[config.mk]
export PLATFORM = sky130hd
export DESIGN_NAME = baud_gen_top
export DESIGN_NICKNAME = d
export VERILOG_FILES = /design/src/rtl/baud_pkg.sv /design/src/rtl/baud_prediv.sv /design/src/rtl/baud_sample_div.sv /design/src/rtl/baud_bit_div.sv /design/src/rtl/baud_gen_top.sv
export SDC_FILE = /design/constraint.sdc
export NUM_CORES = 1
export LEC_CHECK = 0
export ABC_AREA = 1
export CORE_ASPECT_RATIO = 0.75
export CORE_MARGIN = 2
export CORE_UTILIZATION = 46
export CTS_CLUSTER_SIZE = 28
export DETAILED_ROUTE_END_ITERATION = 16
export DONT_BUFFER_PORTS = 1
export PLACE_DENSITY_LB_ADDON = 0.05
export SYNTH_ARGS = -nofsm -noshare
export SYNTH_HDL_FRONTEND = slang
export SYNTH_SLANG_ARGS = --single-unit
[constraint.sdc]
create_clock -name clk -period 3 [get_ports clk]
set_input_delay 0.6 -clock clk [delete_from_list [all_inputs] [get_ports clk]]
set_output_delay 0.6 -clock clk [all_outputs]
set_load 0.01 [all_outputs]
[src/rtl/baud_pkg.sv]
// Package: shared widths, limits and reset values of the baud tick generator.
package baud_pkg;
    localparam int          GEN_W    = 16;
    localparam int          DIV_W    = 8;
    localparam int          DIV_MIN  = 4;
    localparam int          PREDIV   = 8;
    localparam logic [15:0] GEN_RST  = 16'h028B;
    localparam logic [7:0]  DIV_RST  = 8'h0F;
endpackage

[src/rtl/baud_prediv.sv]
// Module: baud_prediv
// Produces the source enable for the divider chain. In raw mode it is high
// every cycle. In divided mode it is high once every PREDIV cycles.
// Assumes: restart clears the phase, so the first enable in divided mode
// arrives PREDIV cycles after the restart edge.
module baud_prediv #(
    parameter int PREDIV = 8
) (
    input  logic clk,
    input  logic rst_n,
    input  logic restart,
    input  logic div_mode,
    output logic src_en
);
    localparam int PD_W = (PREDIV > 1) ? $clog2(PREDIV) : 1;

    logic [PD_W-1:0] ph_q;

    // Free-running phase counter, cleared on reset or restart.
    always_ff @(posedge clk) begin
        if (!rst_n || restart) begin
            ph_q <= '0;
        end else if (ph_q == PD_W'(PREDIV - 1)) begin
            ph_q <= '0;
        end else begin
            ph_q <= ph_q + 1'b1;
        end
    end

    // Pick the raw or divided enable.
    always_comb begin
        src_en = div_mode ? (ph_q == PD_W'(PREDIV - 1)) : 1'b1;
    end

    // In divided mode an enable is never followed at once by another.
    p_prediv_gap_r6: assert property (@(posedge clk) disable iff (!rst_n)
        (div_mode && src_en && !restart) |=> !src_en);
endmodule

[src/rtl/baud_sample_div.sv]
// Module: baud_sample_div
// First stage. Counts source enables and wraps after gen of them. It emits a
// one-cycle wrap strobe towards the second stage and a registered sample tick.
// Assumes: gen == 0 means stopped. restart zeroes the count and the tick.
module baud_sample_div #(
    parameter int GEN_W = 16
) (
    input  logic             clk,
    input  logic             rst_n,
    input  logic             restart,
    input  logic             src_en,
    input  logic [GEN_W-1:0] gen,
    output logic             wrap,
    output logic             tick
);
    logic [GEN_W-1:0] cnt_q;

    // Wrap when the last source period of the sample period ends.
    always_comb begin
        wrap = src_en && !restart && (gen != '0) && (cnt_q == gen - 1'b1);
    end

    // Sample counter and registered tick.
    always_ff @(posedge clk) begin
        if (!rst_n || restart) begin
            cnt_q <= '0;
            tick  <= 1'b0;
        end else begin
            tick <= wrap;
            if (wrap) begin
                cnt_q <= '0;
            end else if (src_en && gen != '0) begin
                cnt_q <= cnt_q + 1'b1;
            end
        end
    end

    // The count stays below the generator value.
    p_cnt_range_r2: assert property (@(posedge clk) disable iff (!rst_n)
        (gen != '0) |-> (cnt_q < gen));
    // A zero generator value never lets a tick out.
    p_zero_gen_quiet_r4: assert property (@(posedge clk) disable iff (!rst_n)
        (gen == '0) |-> !tick);
endmodule

[src/rtl/baud_bit_div.sv]
// Module: baud_bit_div
// Second stage. It steps only on first-stage wraps and emits a registered baud
// tick when its count passes div, giving div + 1 sample periods per bit.
// Assumes: div is at least the accepted minimum. restart zeroes the state.
module baud_bit_div #(
    parameter int DIV_W = 8
) (
    input  logic             clk,
    input  logic             rst_n,
    input  logic             restart,
    input  logic             step,
    input  logic [DIV_W-1:0] div,
    output logic             tick
);
    logic [DIV_W-1:0] cnt_q;

    // Count sample periods and wrap after div + 1 of them.
    always_ff @(posedge clk) begin
        if (!rst_n || restart) begin
            cnt_q <= '0;
            tick  <= 1'b0;
        end else begin
            tick <= step && (cnt_q == div);
            if (step) begin
                cnt_q <= (cnt_q == div) ? '0 : cnt_q + 1'b1;
            end
        end
    end

    // The count never exceeds the divider value.
    p_bit_cnt_range_r3: assert property (@(posedge clk) disable iff (!rst_n)
        cnt_q <= div);
endmodule

[src/rtl/baud_gen_top.sv]
// Module: baud_gen_top
// Holds the divisor and source-select registers and chains the pre-divider,
// the sample stage and the bit stage. An accepted write restarts every counter
// on the following cycle. A divider write below DIV_MIN is dropped.
// Assumes: at most one register is written in a cycle. If several are
// written together they all update and a single restart follows.
module baud_gen_top
    import baud_pkg::*;
#(
    parameter int               P_GEN_W   = GEN_W,
    parameter int               P_DIV_W   = DIV_W,
    parameter int               P_DIV_MIN = DIV_MIN,
    parameter int               P_PREDIV  = PREDIV,
    parameter logic [P_GEN_W-1:0] P_GEN_RST = GEN_RST,
    parameter logic [P_DIV_W-1:0] P_DIV_RST = DIV_RST
) (
    input  logic               clk,
    input  logic               rst_n,
    input  logic               gen_we,
    input  logic [P_GEN_W-1:0] gen_wdata,
    input  logic               div_we,
    input  logic [P_DIV_W-1:0] div_wdata,
    input  logic               src_we,
    input  logic               src_wdata,
    output logic               sample_tick,
    output logic               baud_tick
);
    logic [P_GEN_W-1:0] gen_q;
    logic [P_DIV_W-1:0] div_q;
    logic               mode_q;
    logic               div_ok;
    logic               restart;
    logic               src_en;
    logic               wrap;

    // Decide which writes are accepted and whether they restart the chain.
    always_comb begin
        div_ok  = div_we && (div_wdata >= P_DIV_W'(P_DIV_MIN));
        restart = gen_we || div_ok || src_we;
    end

    // Configuration registers.
    always_ff @(posedge clk) begin
        if (!rst_n) begin
            gen_q  <= P_GEN_RST;
            div_q  <= P_DIV_RST;
            mode_q <= 1'b0;
        end else begin
            if (gen_we) gen_q  <= gen_wdata;
            if (div_ok) div_q  <= div_wdata;
            if (src_we) mode_q <= src_wdata;
        end
    end

    baud_prediv #(.PREDIV(P_PREDIV)) u_prediv (
        .clk(clk), .rst_n(rst_n), .restart(restart),
        .div_mode(mode_q), .src_en(src_en)
    );

    baud_sample_div #(.GEN_W(P_GEN_W)) u_sample (
        .clk(clk), .rst_n(rst_n), .restart(restart), .src_en(src_en),
        .gen(gen_q), .wrap(wrap), .tick(sample_tick)
    );

    baud_bit_div #(.DIV_W(P_DIV_W)) u_bit (
        .clk(clk), .rst_n(rst_n), .restart(restart), .step(wrap),
        .div(div_q), .tick(baud_tick)
    );

    // Every baud tick lines up with a sample tick.
    p_baud_on_sample_r3: assert property (@(posedge clk) disable iff (!rst_n)
        baud_tick |-> sample_tick);
    // A divider write that is too small leaves the value alone.
    p_div_reject_r5: assert property (@(posedge clk) disable iff (!rst_n)
        (div_we && !gen_we && !src_we && div_wdata < P_DIV_W'(P_DIV_MIN))
        |=> $stable(div_q));
    // No tick comes out in the cycle after a restart.
    p_restart_quiet_r7: assert property (@(posedge clk) disable iff (!rst_n)
        restart |=> (!sample_tick && !baud_tick));
endmodule

==> results of run 1 <==
## metrics by stage
stage	instance area [µm²]	std cells	total power, µW	worst slack (ns)	hold slack, ns
6_report	3600	623	1360	0.757	0.360
4_1_cts	3600	623	1370	0.755	0.355
3_5_place_dp	3510	615	958	0.759	0.420
5_1_grt	3600	623	1430	0.555	0.348
3_3_place_gp	3510	615	955	0.849	0.414
2_1_floorplan	3430	522	923	1.10	0.399
## metal layers
metal | up-vias | part of all wire | wire (µm)
li1 | 1649 | - | -
met1 | 1366 | 0.55 | 4520
met2 | 76 | 0.37 | 3040
met3 | 10 | 0.064 | 521
met4 | 0 | 0.011 | 90
met5 | - | 0 | 0
## cell families after synthesis
kind of cell,share of synthesized area
XOR/XNOR,0.0685
flip-flops,0.315
buffers and inverters,0.0886
AO/OA/AOI/OAI,0.0857
adder cells (fa/ha/maj),0.0182
AND/OR/NAND/NOR,0.424
## registers in the layout, summed over array words and instances (netlist names)
| name | cells |
|---|---|
| gen_q | 16 |
| div_q | 8 |
| mode_q | 1 |
| u_sample.tick | 1 |
| u_bit.cnt_q | 8 |
| u_bit.tick | 1 |
| u_sample.cnt_q | 16 |
| u_prediv.ph_q | 3 |
## cell type report
cell class,count,area share
clock inverters,3,0.00591
clock buffers,5,0.0191
well taps,101,0.0351
flip-flops and latches,54,0.300
inverters,67,0.0706
multi-input cells,393,0.569
## Yosys cell counts (2+ instances only)
cell	count	share of area
a21oi_1	18	0.026
a21oi_2	7	0.018
and2_1	2	0.0036
buf_2	3	0.0044
clkbuf_1	4	0.0044
dfxtp_1	54	0.31
ha_1	5	0.018
inv_1	62	0.068
inv_2	3	0.0033
nand2_1	133	0.15
nand2_2	8	0.015
nand3_1	35	0.051
nand3_2	2	0.0058
nand4_1	15	0.027
nor2_1	71	0.078
nor2_2	14	0.026
nor2_4	5	0.016
nor3_1	12	0.017
nor3_2	2	0.0058
nor3b_1	3	0.0066
nor4_1	2	0.0036
o21ai_0	24	0.035
xnor2_1	5	0.013
xor2_1	20	0.051
## worst paths after layout
kind | from | end
worst min-delay path | src_we | mode_q$_SDFFE_PN0P_
worst max register to register | gen_q[0]$_SDFFE_PN1P_ | u_bit.cnt_q[6]$_SDFFE_PP0P_
worst max-delay path | gen_q[0]$_SDFFE_PN1P_ | u_bit.cnt_q[6]$_SDFFE_PP0P_
worst min register to register | u_prediv.ph_q[0]$_SDFF_PP0_ | u_prediv.ph_q[0]$_SDFF_PP0_
## power by group
group / internal (µW) / leakage [µW] / total [µW] / switching [µW]
Sequential: 741 / 0.000442 / 766 / 25.2
Clock: 165 / 0.0000441 / 419 / 254
Combinational: 59.4 / 0.000987 / 176 / 117
Total: 965 / 0.00147 / 1360 / 396
## worst max-delay path: cells and delay by family, from the launching register on
family,cells,cell delay (ns)
adders and majority gates,1,0.25
AOI/OAI and AO/OA,1,0.04
and+or+nand+nor,9,1.29
buffers and inverters,2,0.22
DFF,1,0.32
==> results.cfg, run 1 <==
[routing]
drc = 0
via_per_inst = 4.98
wl_per_cell_um = 13.1
postRouteAntennaNets = 0
vias = 3101
routed_wl_um = 8180
drt_first_iter_violations = 191
firstDrtPassIters = 5

[sta]
finalHoldViolCount = 0
period_needed_ns = 2.24
setup_tns_ns = 0
relSlewSlack = 0.695
fin_crit_sh = 0.748
finClkSkew_ns = 0.00780
final_max_slew_viol_count = 0
fmax_ghz = 0.446
finalSetupViolations = 0
worst_pin_slew_ns = 0.454
rsz0062_at_grt = false

[worst_hold_path]
whs_path_depth = 1
hp-class = input port to register

[grt]
overflow = 0
grtUsageMet3 = 0.0394
antenna_found_initial = 0
groute.usage.overall = 0.207
grt_pass1_vias = 2747
grt_pass1_wl_um = 13500
grt_busiest_layer = met1
grtUsageMet1 = 0.330
use_met2 = 0.279
grt_max_degree = 22

[clock_tree]
numCtsBuffers = 5
clkLatencyLatePin_ns = 0.31
clk_path_buf_depth = 2
clk_pin_slew_worst_paths_ns = 0.10
clock-sinks = 54
post_cts.repair.setup_buffers = 0
cts-root-buf = clkbuf_8
cts_hold_buf = 0
cts_max_level = 2
ctsResizeCount = 0
cts_tree = built

[floorplan]
die_w_um = 104
ios = 32
initial_core_util = 0.470
rows = 27
die_area_um2 = 8180
fp.dieH_um = 78.8
core_um2 = 7300

[synth]
synth_warnings = 0
syn_inst = 522
synthFlopType = dfxtp_1
synth_fp_nets = 557
async_flop_share = 0
ys_ff_latch = 54
synth_seq_area_share = 0.315
yosysUniqueCellTypes = 37
synth_edf_count = 0
post_synth.cell_area_avg_um2 = 6.57
syn_area_um2 = 3430

[flow_run]
drv_cap = 0

[cells_and_area]
n_antenna_cell = 0
area_growth_pct = 4.85
multiInputGateArea_um2 = 2050
drive_gt1_frac = 0.109
layout_common_cells = 133 x nand2_1, 71 x nor2_1, 62 x inv_1
regArea_um2 = 1080
post-route-util = 0.493
fin_nets = 556
final_common_cell = nand2_1
fillCellCount = 784

[critical_path]
crit_slowest_cell = dfxtp_1
slowest_delay_ns = 0.32
path_class = register to register
crit_path_end_kind = register
worstSetupStartpointType = register
r2r_setup_slack_ns = 0.76
critPathRequiredTime_ns = 3.22
crit_chain = inv_1 > ha_1 > nand2_2 > nor2_4 > nand3_1 > nand3_1 > nand2_1 > nor2_1 > nand3_4 > nand2_8 > nand2_2 > inv_2 > a21oi_1
cp_max_fo = 17
crit_arrival_ns = 2.46
worst-r2r-cell-count = 13

[power_and_ir_drop]
irDropWorstVdd_uv = 193
p_leak_uw = 0.00147
p_per_area_nw_per_um2 = 378

[place]
dpl.hpwl_um = 6650
place.gp.congestion = 0.923
io_buffers = 0

[status]
status = finished, final reports clean
Note: power is estimated with default switching activity, not from simulation.
==> run 2, diff against run 1 <==
- clock period: 3 -> 2.15 ns (I/O delays scaled with it)
==> run 2 against run 1 <==
Register-to-register slack worse by 0.61 ns. First-iteration DRC count down 17%. Sequential power up 40%. Die area unchanged. Highest routed layer unchanged. Non-clock buffer count up 14. Combinational power up 52%. Flip-flop and latch count unchanged. Clock power up 43%. Largest cell class unchanged. Via count up 3.7%. Total power up 42%. Count of clock-buffer cells in the layout unchanged.
==> results.cfg, run 2 (synthesized netlist as in run 1, its figures left out) <==
[grt]
groute.usage.overall = 0.213
antenna_found_initial = 0
grt_pass1_wl_um = 13900
grt_pass1_vias = 2876
overflow = 0
grt_max_degree = 22

[sta]
finClkSkew_ns = 0.00952
period_needed_ns = 2.01
fmax_ghz = 0.498
finalHoldViolCount = 0
whs_ns = 0.191
relSlewSlack = 0.694
finalSetupViolations = 0
fin_crit_sh = 0.934
setup_tns_ns = 0
final_max_slew_viol_count = 0
worst_pin_slew_ns = 0.455

[cells_and_area]
reg.largest.list = gen_q: 16 flops, u_sample.cnt_q: 16 flops
n_antenna_cell = 0
final_common_cell = nand2_1
final_cells = 637
fin_nets = 570
drive_gt1_frac = 0.153
area_growth_pct = 9.92
layout_common_cells = 132 x nand2_1, 66 x nor2_1, 60 x inv_1
post-route-util = 0.517

[critical_path]
path_buf_inv = 2
path_delay_family = simple AND/OR/NAND/NOR gates
worstSetupStartpointType = register
crit_slowest_cell = dfxtp_1
path_class = register to register
crit_arrival_ns = 2.25
slowest_delay_ns = 0.37
r2r_setup_slack_ns = 0.14
crit_path_end_kind = register
cp_max_fo = 8
crit_chain = inv_2 > ha_4 > nand2_2 > nor2_4 > nand2_2 > nand2_4 > buf_4 > nor2_4 > nand4_1 > nor3_1 > nor2_1 > nor3b_1
critPathRequiredTime_ns = 2.39

[routing]
vias = 3216
firstDrtPassIters = 4
drt_first_iter_violations = 159
wl_per_cell_um = 13.1
via_per_inst = 5.05
routed_wl_um = 8370
drc = 0
postRouteAntennaNets = 0

[power_and_ir_drop]
p_leak_uw = 0.00154
irDropWorstVdd_uv = 297
p_per_area_nw_per_um2 = 513
finalPower_uw = 1940

[floorplan]
fp.dieH_um = 78.8
core_um2 = 7300
initial_core_util = 0.470
die_w_um = 104
ios = 32
rows = 27
die_area_um2 = 8180

[clock_tree]
clk_pin_slew_worst_paths_ns = 0.11
cts_max_level = 2
numCtsBuffers = 5
clkLatencyLatePin_ns = 0.32
cts-root-buf = clkbuf_8
cts_tree = built
clock-sinks = 54
clk_path_buf_depth = 2

[status]
status = finished, final reports clean

[place]
dp.cells = 626
io_buffers = 0
place.gp.congestion = 0.983
dpl.hpwl_um = 6750

[worst_hold_path]
hp-class = input port to register

[flow_run]
drv_cap = 0
## run 2: metrics by stage
step | instance area (µm²) | setup WS [ns]
floorplan | 3430 | 0.276
global placement | 3590 | 0.111
detailed placement | 3590 | 0.0754
CTS | 3680 | 0.0465
global route | 3770 | -0.0100
finish | 3770 | 0.143
## run 2: final cells by class
| cell class | instances | area, µm² |
|---|---|---|
| clock buffer | 5 | 68.8 |
| clock inverter | 3 | 23.8 |
| fill | 772 | 3520 |
| inverter | 67 | 254 |
| multi-input combinational | 393 | 2100 |
| sequential | 54 | 1080 |
| tap | 101 | 126 |
| timing repair buffer | 14 | 118 |
## run 2: power breakdown
group	internal [µW]	leakage (µW)	total, µW	switching, µW
clock	234	0.0000408	598	364
combinational	96.8	0.00106	267	170
sequential	1030	0.000441	1070	37.5
## run 2: metal layers
layer | vias to the layer above | wire [µm] | global-route usage | share of wire
met1 | 1466 | 4750 | 0.337 | 0.57
met2 | 65 | 3180 | 0.299 | 0.38
met5 | - | 0 | 0 | 0
li1 | 1678 | - | - | -
met3 | 7 | 363 | 0.0353 | 0.043
met4 | 0 | 73 | 0.0473 | 0.0087
## run 2: final timing paths
check                              start                         endpoint  cells past startpoint
max                gen_q[1]$_SDFFE_PN1P_  u_sample.cnt_q[14]$_SDFFE_PP0P_                     12
min                                rst_n            gen_q[9]$_SDFFE_PN1P_                      1
max reg2reg        gen_q[1]$_SDFFE_PN1P_  u_sample.cnt_q[14]$_SDFFE_PP0P_                     12
min reg2reg  u_prediv.ph_q[0]$_SDFF_PP0_      u_prediv.ph_q[0]$_SDFF_PP0_                      1
## run 2: what timing repair did
item	in CTS	in global routing
resized for setup	0	18
hold endpoints to repair	0	0
setup endpoints to repair	0	14
buffers inserted	0	3
hold buffers	0	0
==> run 3, diff against run 2 <==
- clock period: 2.15 -> 2.6 ns (I/O delays scaled with it)
==> run 3 against run 2 <==
Via count shrank 4.4%. Non-clock buffer count is 12 lower. Cell area down 3.0%. Die area is the same. Sequential share of layout area increased by 0.84 points. Total power is 8.9% lower. Largest cell class unchanged. Highest routed layer unchanged.
==> results.cfg, run 3 (synthesized netlist as in run 1, its figures left out) <==
[grt]
overflow = 0
groute.usage.overall = 0.212
grt_max_degree = 22
antenna_found_initial = 0
use_met2 = 0.299
grtUsageMet1 = 0.333
grt_pass1_wl_um = 13700
grt_busiest_layer = met1
grt_pass1_vias = 2780
grtUsageMet3 = 0.0402

[clock_tree]
ctsResizeCount = 0
post_cts.repair.setup_buffers = 0
cts-root-buf = clkbuf_8
numCtsBuffers = 5
cts_tree = built
cts_max_level = 2
clkLatencyLatePin_ns = 0.32
clock-sinks = 54
cts_hold_buf = 0
clk_pin_slew_worst_paths_ns = 0.10
clk_path_buf_depth = 2

[power_and_ir_drop]
clkPwrFrac = 0.384
p_per_area_nw_per_um2 = 482
internal_power_uw = 1310
p_sw_uw = 455
swShare = 0.258
p_leak_uw = 0.00151
p_seq_frac = 0.502
irDropWorstVdd_uv = 264
comb_power_share = 0.115

[place]
dp.cells = 617
io_buffers = 0
place.gp.congestion = 0.933
post_dp_cell_area_um2 = 3520
dp_slack_ns = 0.401
dpl.hpwl_um = 6520

[critical_path]
crit_slowest_cell = dfxtp_1
worstSetupStartpointType = register
path_class = register to register
crit_path_end_kind = register
slowest_delay_ns = 0.34
cp_max_fo = 17
critPathRequiredTime_ns = 2.82
crit_arrival_ns = 2.44
crit_chain = inv_1 > ha_1 > inv_1 > nand2_1 > nand2_1 > nor2_1 > nand3_1 > nor2_1 > nand3_2 > nor2_4 > nand3_4 > nand2_8 > nand2_2 > inv_2 > a21oi_1
path_delay_family = simple AND/OR/NAND/NOR gates
path_buf_inv = 3

[sta]
fin_ws_ns = 0.380
finalSetupViolations = 0
setup_tns_ns = 0
fmax_ghz = 0.451
period_needed_ns = 2.22
relSlewSlack = 0.708
final_max_slew_viol_count = 0
finClkSkew_ns = 0.00326
finalHoldViolCount = 0
worst_pin_slew_ns = 0.435
fin_crit_sh = 0.854
rsz0062_at_grt = false

[routing]
postRouteAntennaNets = 0
drt_first_iter_violations = 189
vias = 3073
routed_wl_um = 8150
wl_per_cell_um = 13.0
drc = 0
firstDrtPassIters = 4
via_per_inst = 4.92

[cells_and_area]
layout_common_cells = 133 x nand2_1, 71 x nor2_1, 62 x inv_1
final_cell_area_um2 = 3660
n_antenna_cell = 0
post-route-util = 0.502
final_cells = 625
final_common_cell = nand2_1
fin_nets = 558
area_growth_pct = 6.67
drive_gt1_frac = 0.113
reg.largest.list = gen_q: 16 flops, u_sample.cnt_q: 16 flops

[flow_run]
drv_cap = 0

[floorplan]
ios = 32
rows = 27
fp.dieH_um = 78.8
die_area_um2 = 8180
die_w_um = 104
initial_core_util = 0.470
core_um2 = 7300

[worst_hold_path]
hp-class = input port to register

[status]
status = finished, final reports clean
## run 3: changes by cell type in the layout (fill, tap and decap cells not counted), moves of 2 or more
cell	previous run	this run
nor2_4	9	5
o21ai_1	3	1
bufinv_16	0	2
buf_4	13	2
clkinvlp_4	2	0
o21ai_0	22	24
nor2_1	66	71
inv_2	5	3
inv_1	60	62
## run 3: metal layers
metal  vias up  share of wire
met5         -              0
met4         0         0.0055
met3         5          0.062
met2        68           0.37
met1      1345           0.56
li1       1655              -
## run 3: final timing paths
| kind | startpoint | end | slack, ns | depth (start not counted) |
|---|---|---|---|---|
| worst min register to register | u_prediv.ph_q[0]$_SDFF_PP0_ | u_prediv.ph_q[0]$_SDFF_PP0_ | 0.43 | 1 |
| worst max-delay path | gen_q[0]$_SDFFE_PN1P_ | u_bit.cnt_q[6]$_SDFFE_PP0P_ | 0.38 | 15 |
| worst min-delay path | src_we | mode_q$_SDFFE_PN0P_ | 0.28 | 1 |
| worst max register to register | gen_q[0]$_SDFFE_PN1P_ | u_bit.cnt_q[6]$_SDFFE_PP0P_ | 0.38 | 15 |
## run 3: layout make-up
| type | count | area, µm² |
|---|---|---|
| clock buffer | 5 | 68.8 |
| clock inverter | 3 | 68.8 |
| fill | 764 | 3640 |
| tap | 101 | 126 |
| inverter | 67 | 254 |
| timing repair buffer | 2 | 15.0 |
| multi-input combinational | 393 | 2050 |
| sequential | 54 | 1080 |
## run 3: per-stage QoR
stage	total power, µW	hold slack (ns)
3_3_place_gp	1100	0.413
6_report	1760	0.277
3_5_place_dp	1100	0.421
2_1_floorplan	1070	0.399
4_1_cts	1780	0.266
5_1_grt	1850	0.262
## run 3: power groups by stage
stage / clock, µW / combinational (µW) / sequential, µW
floorplan: 0 / 171 / 894
global placement: 0 / 200 / 903
detailed placement: 0 / 201 / 904
CTS: 696 / 202 / 884
global route: 725 / 235 / 889
finish: 677 / 202 / 885
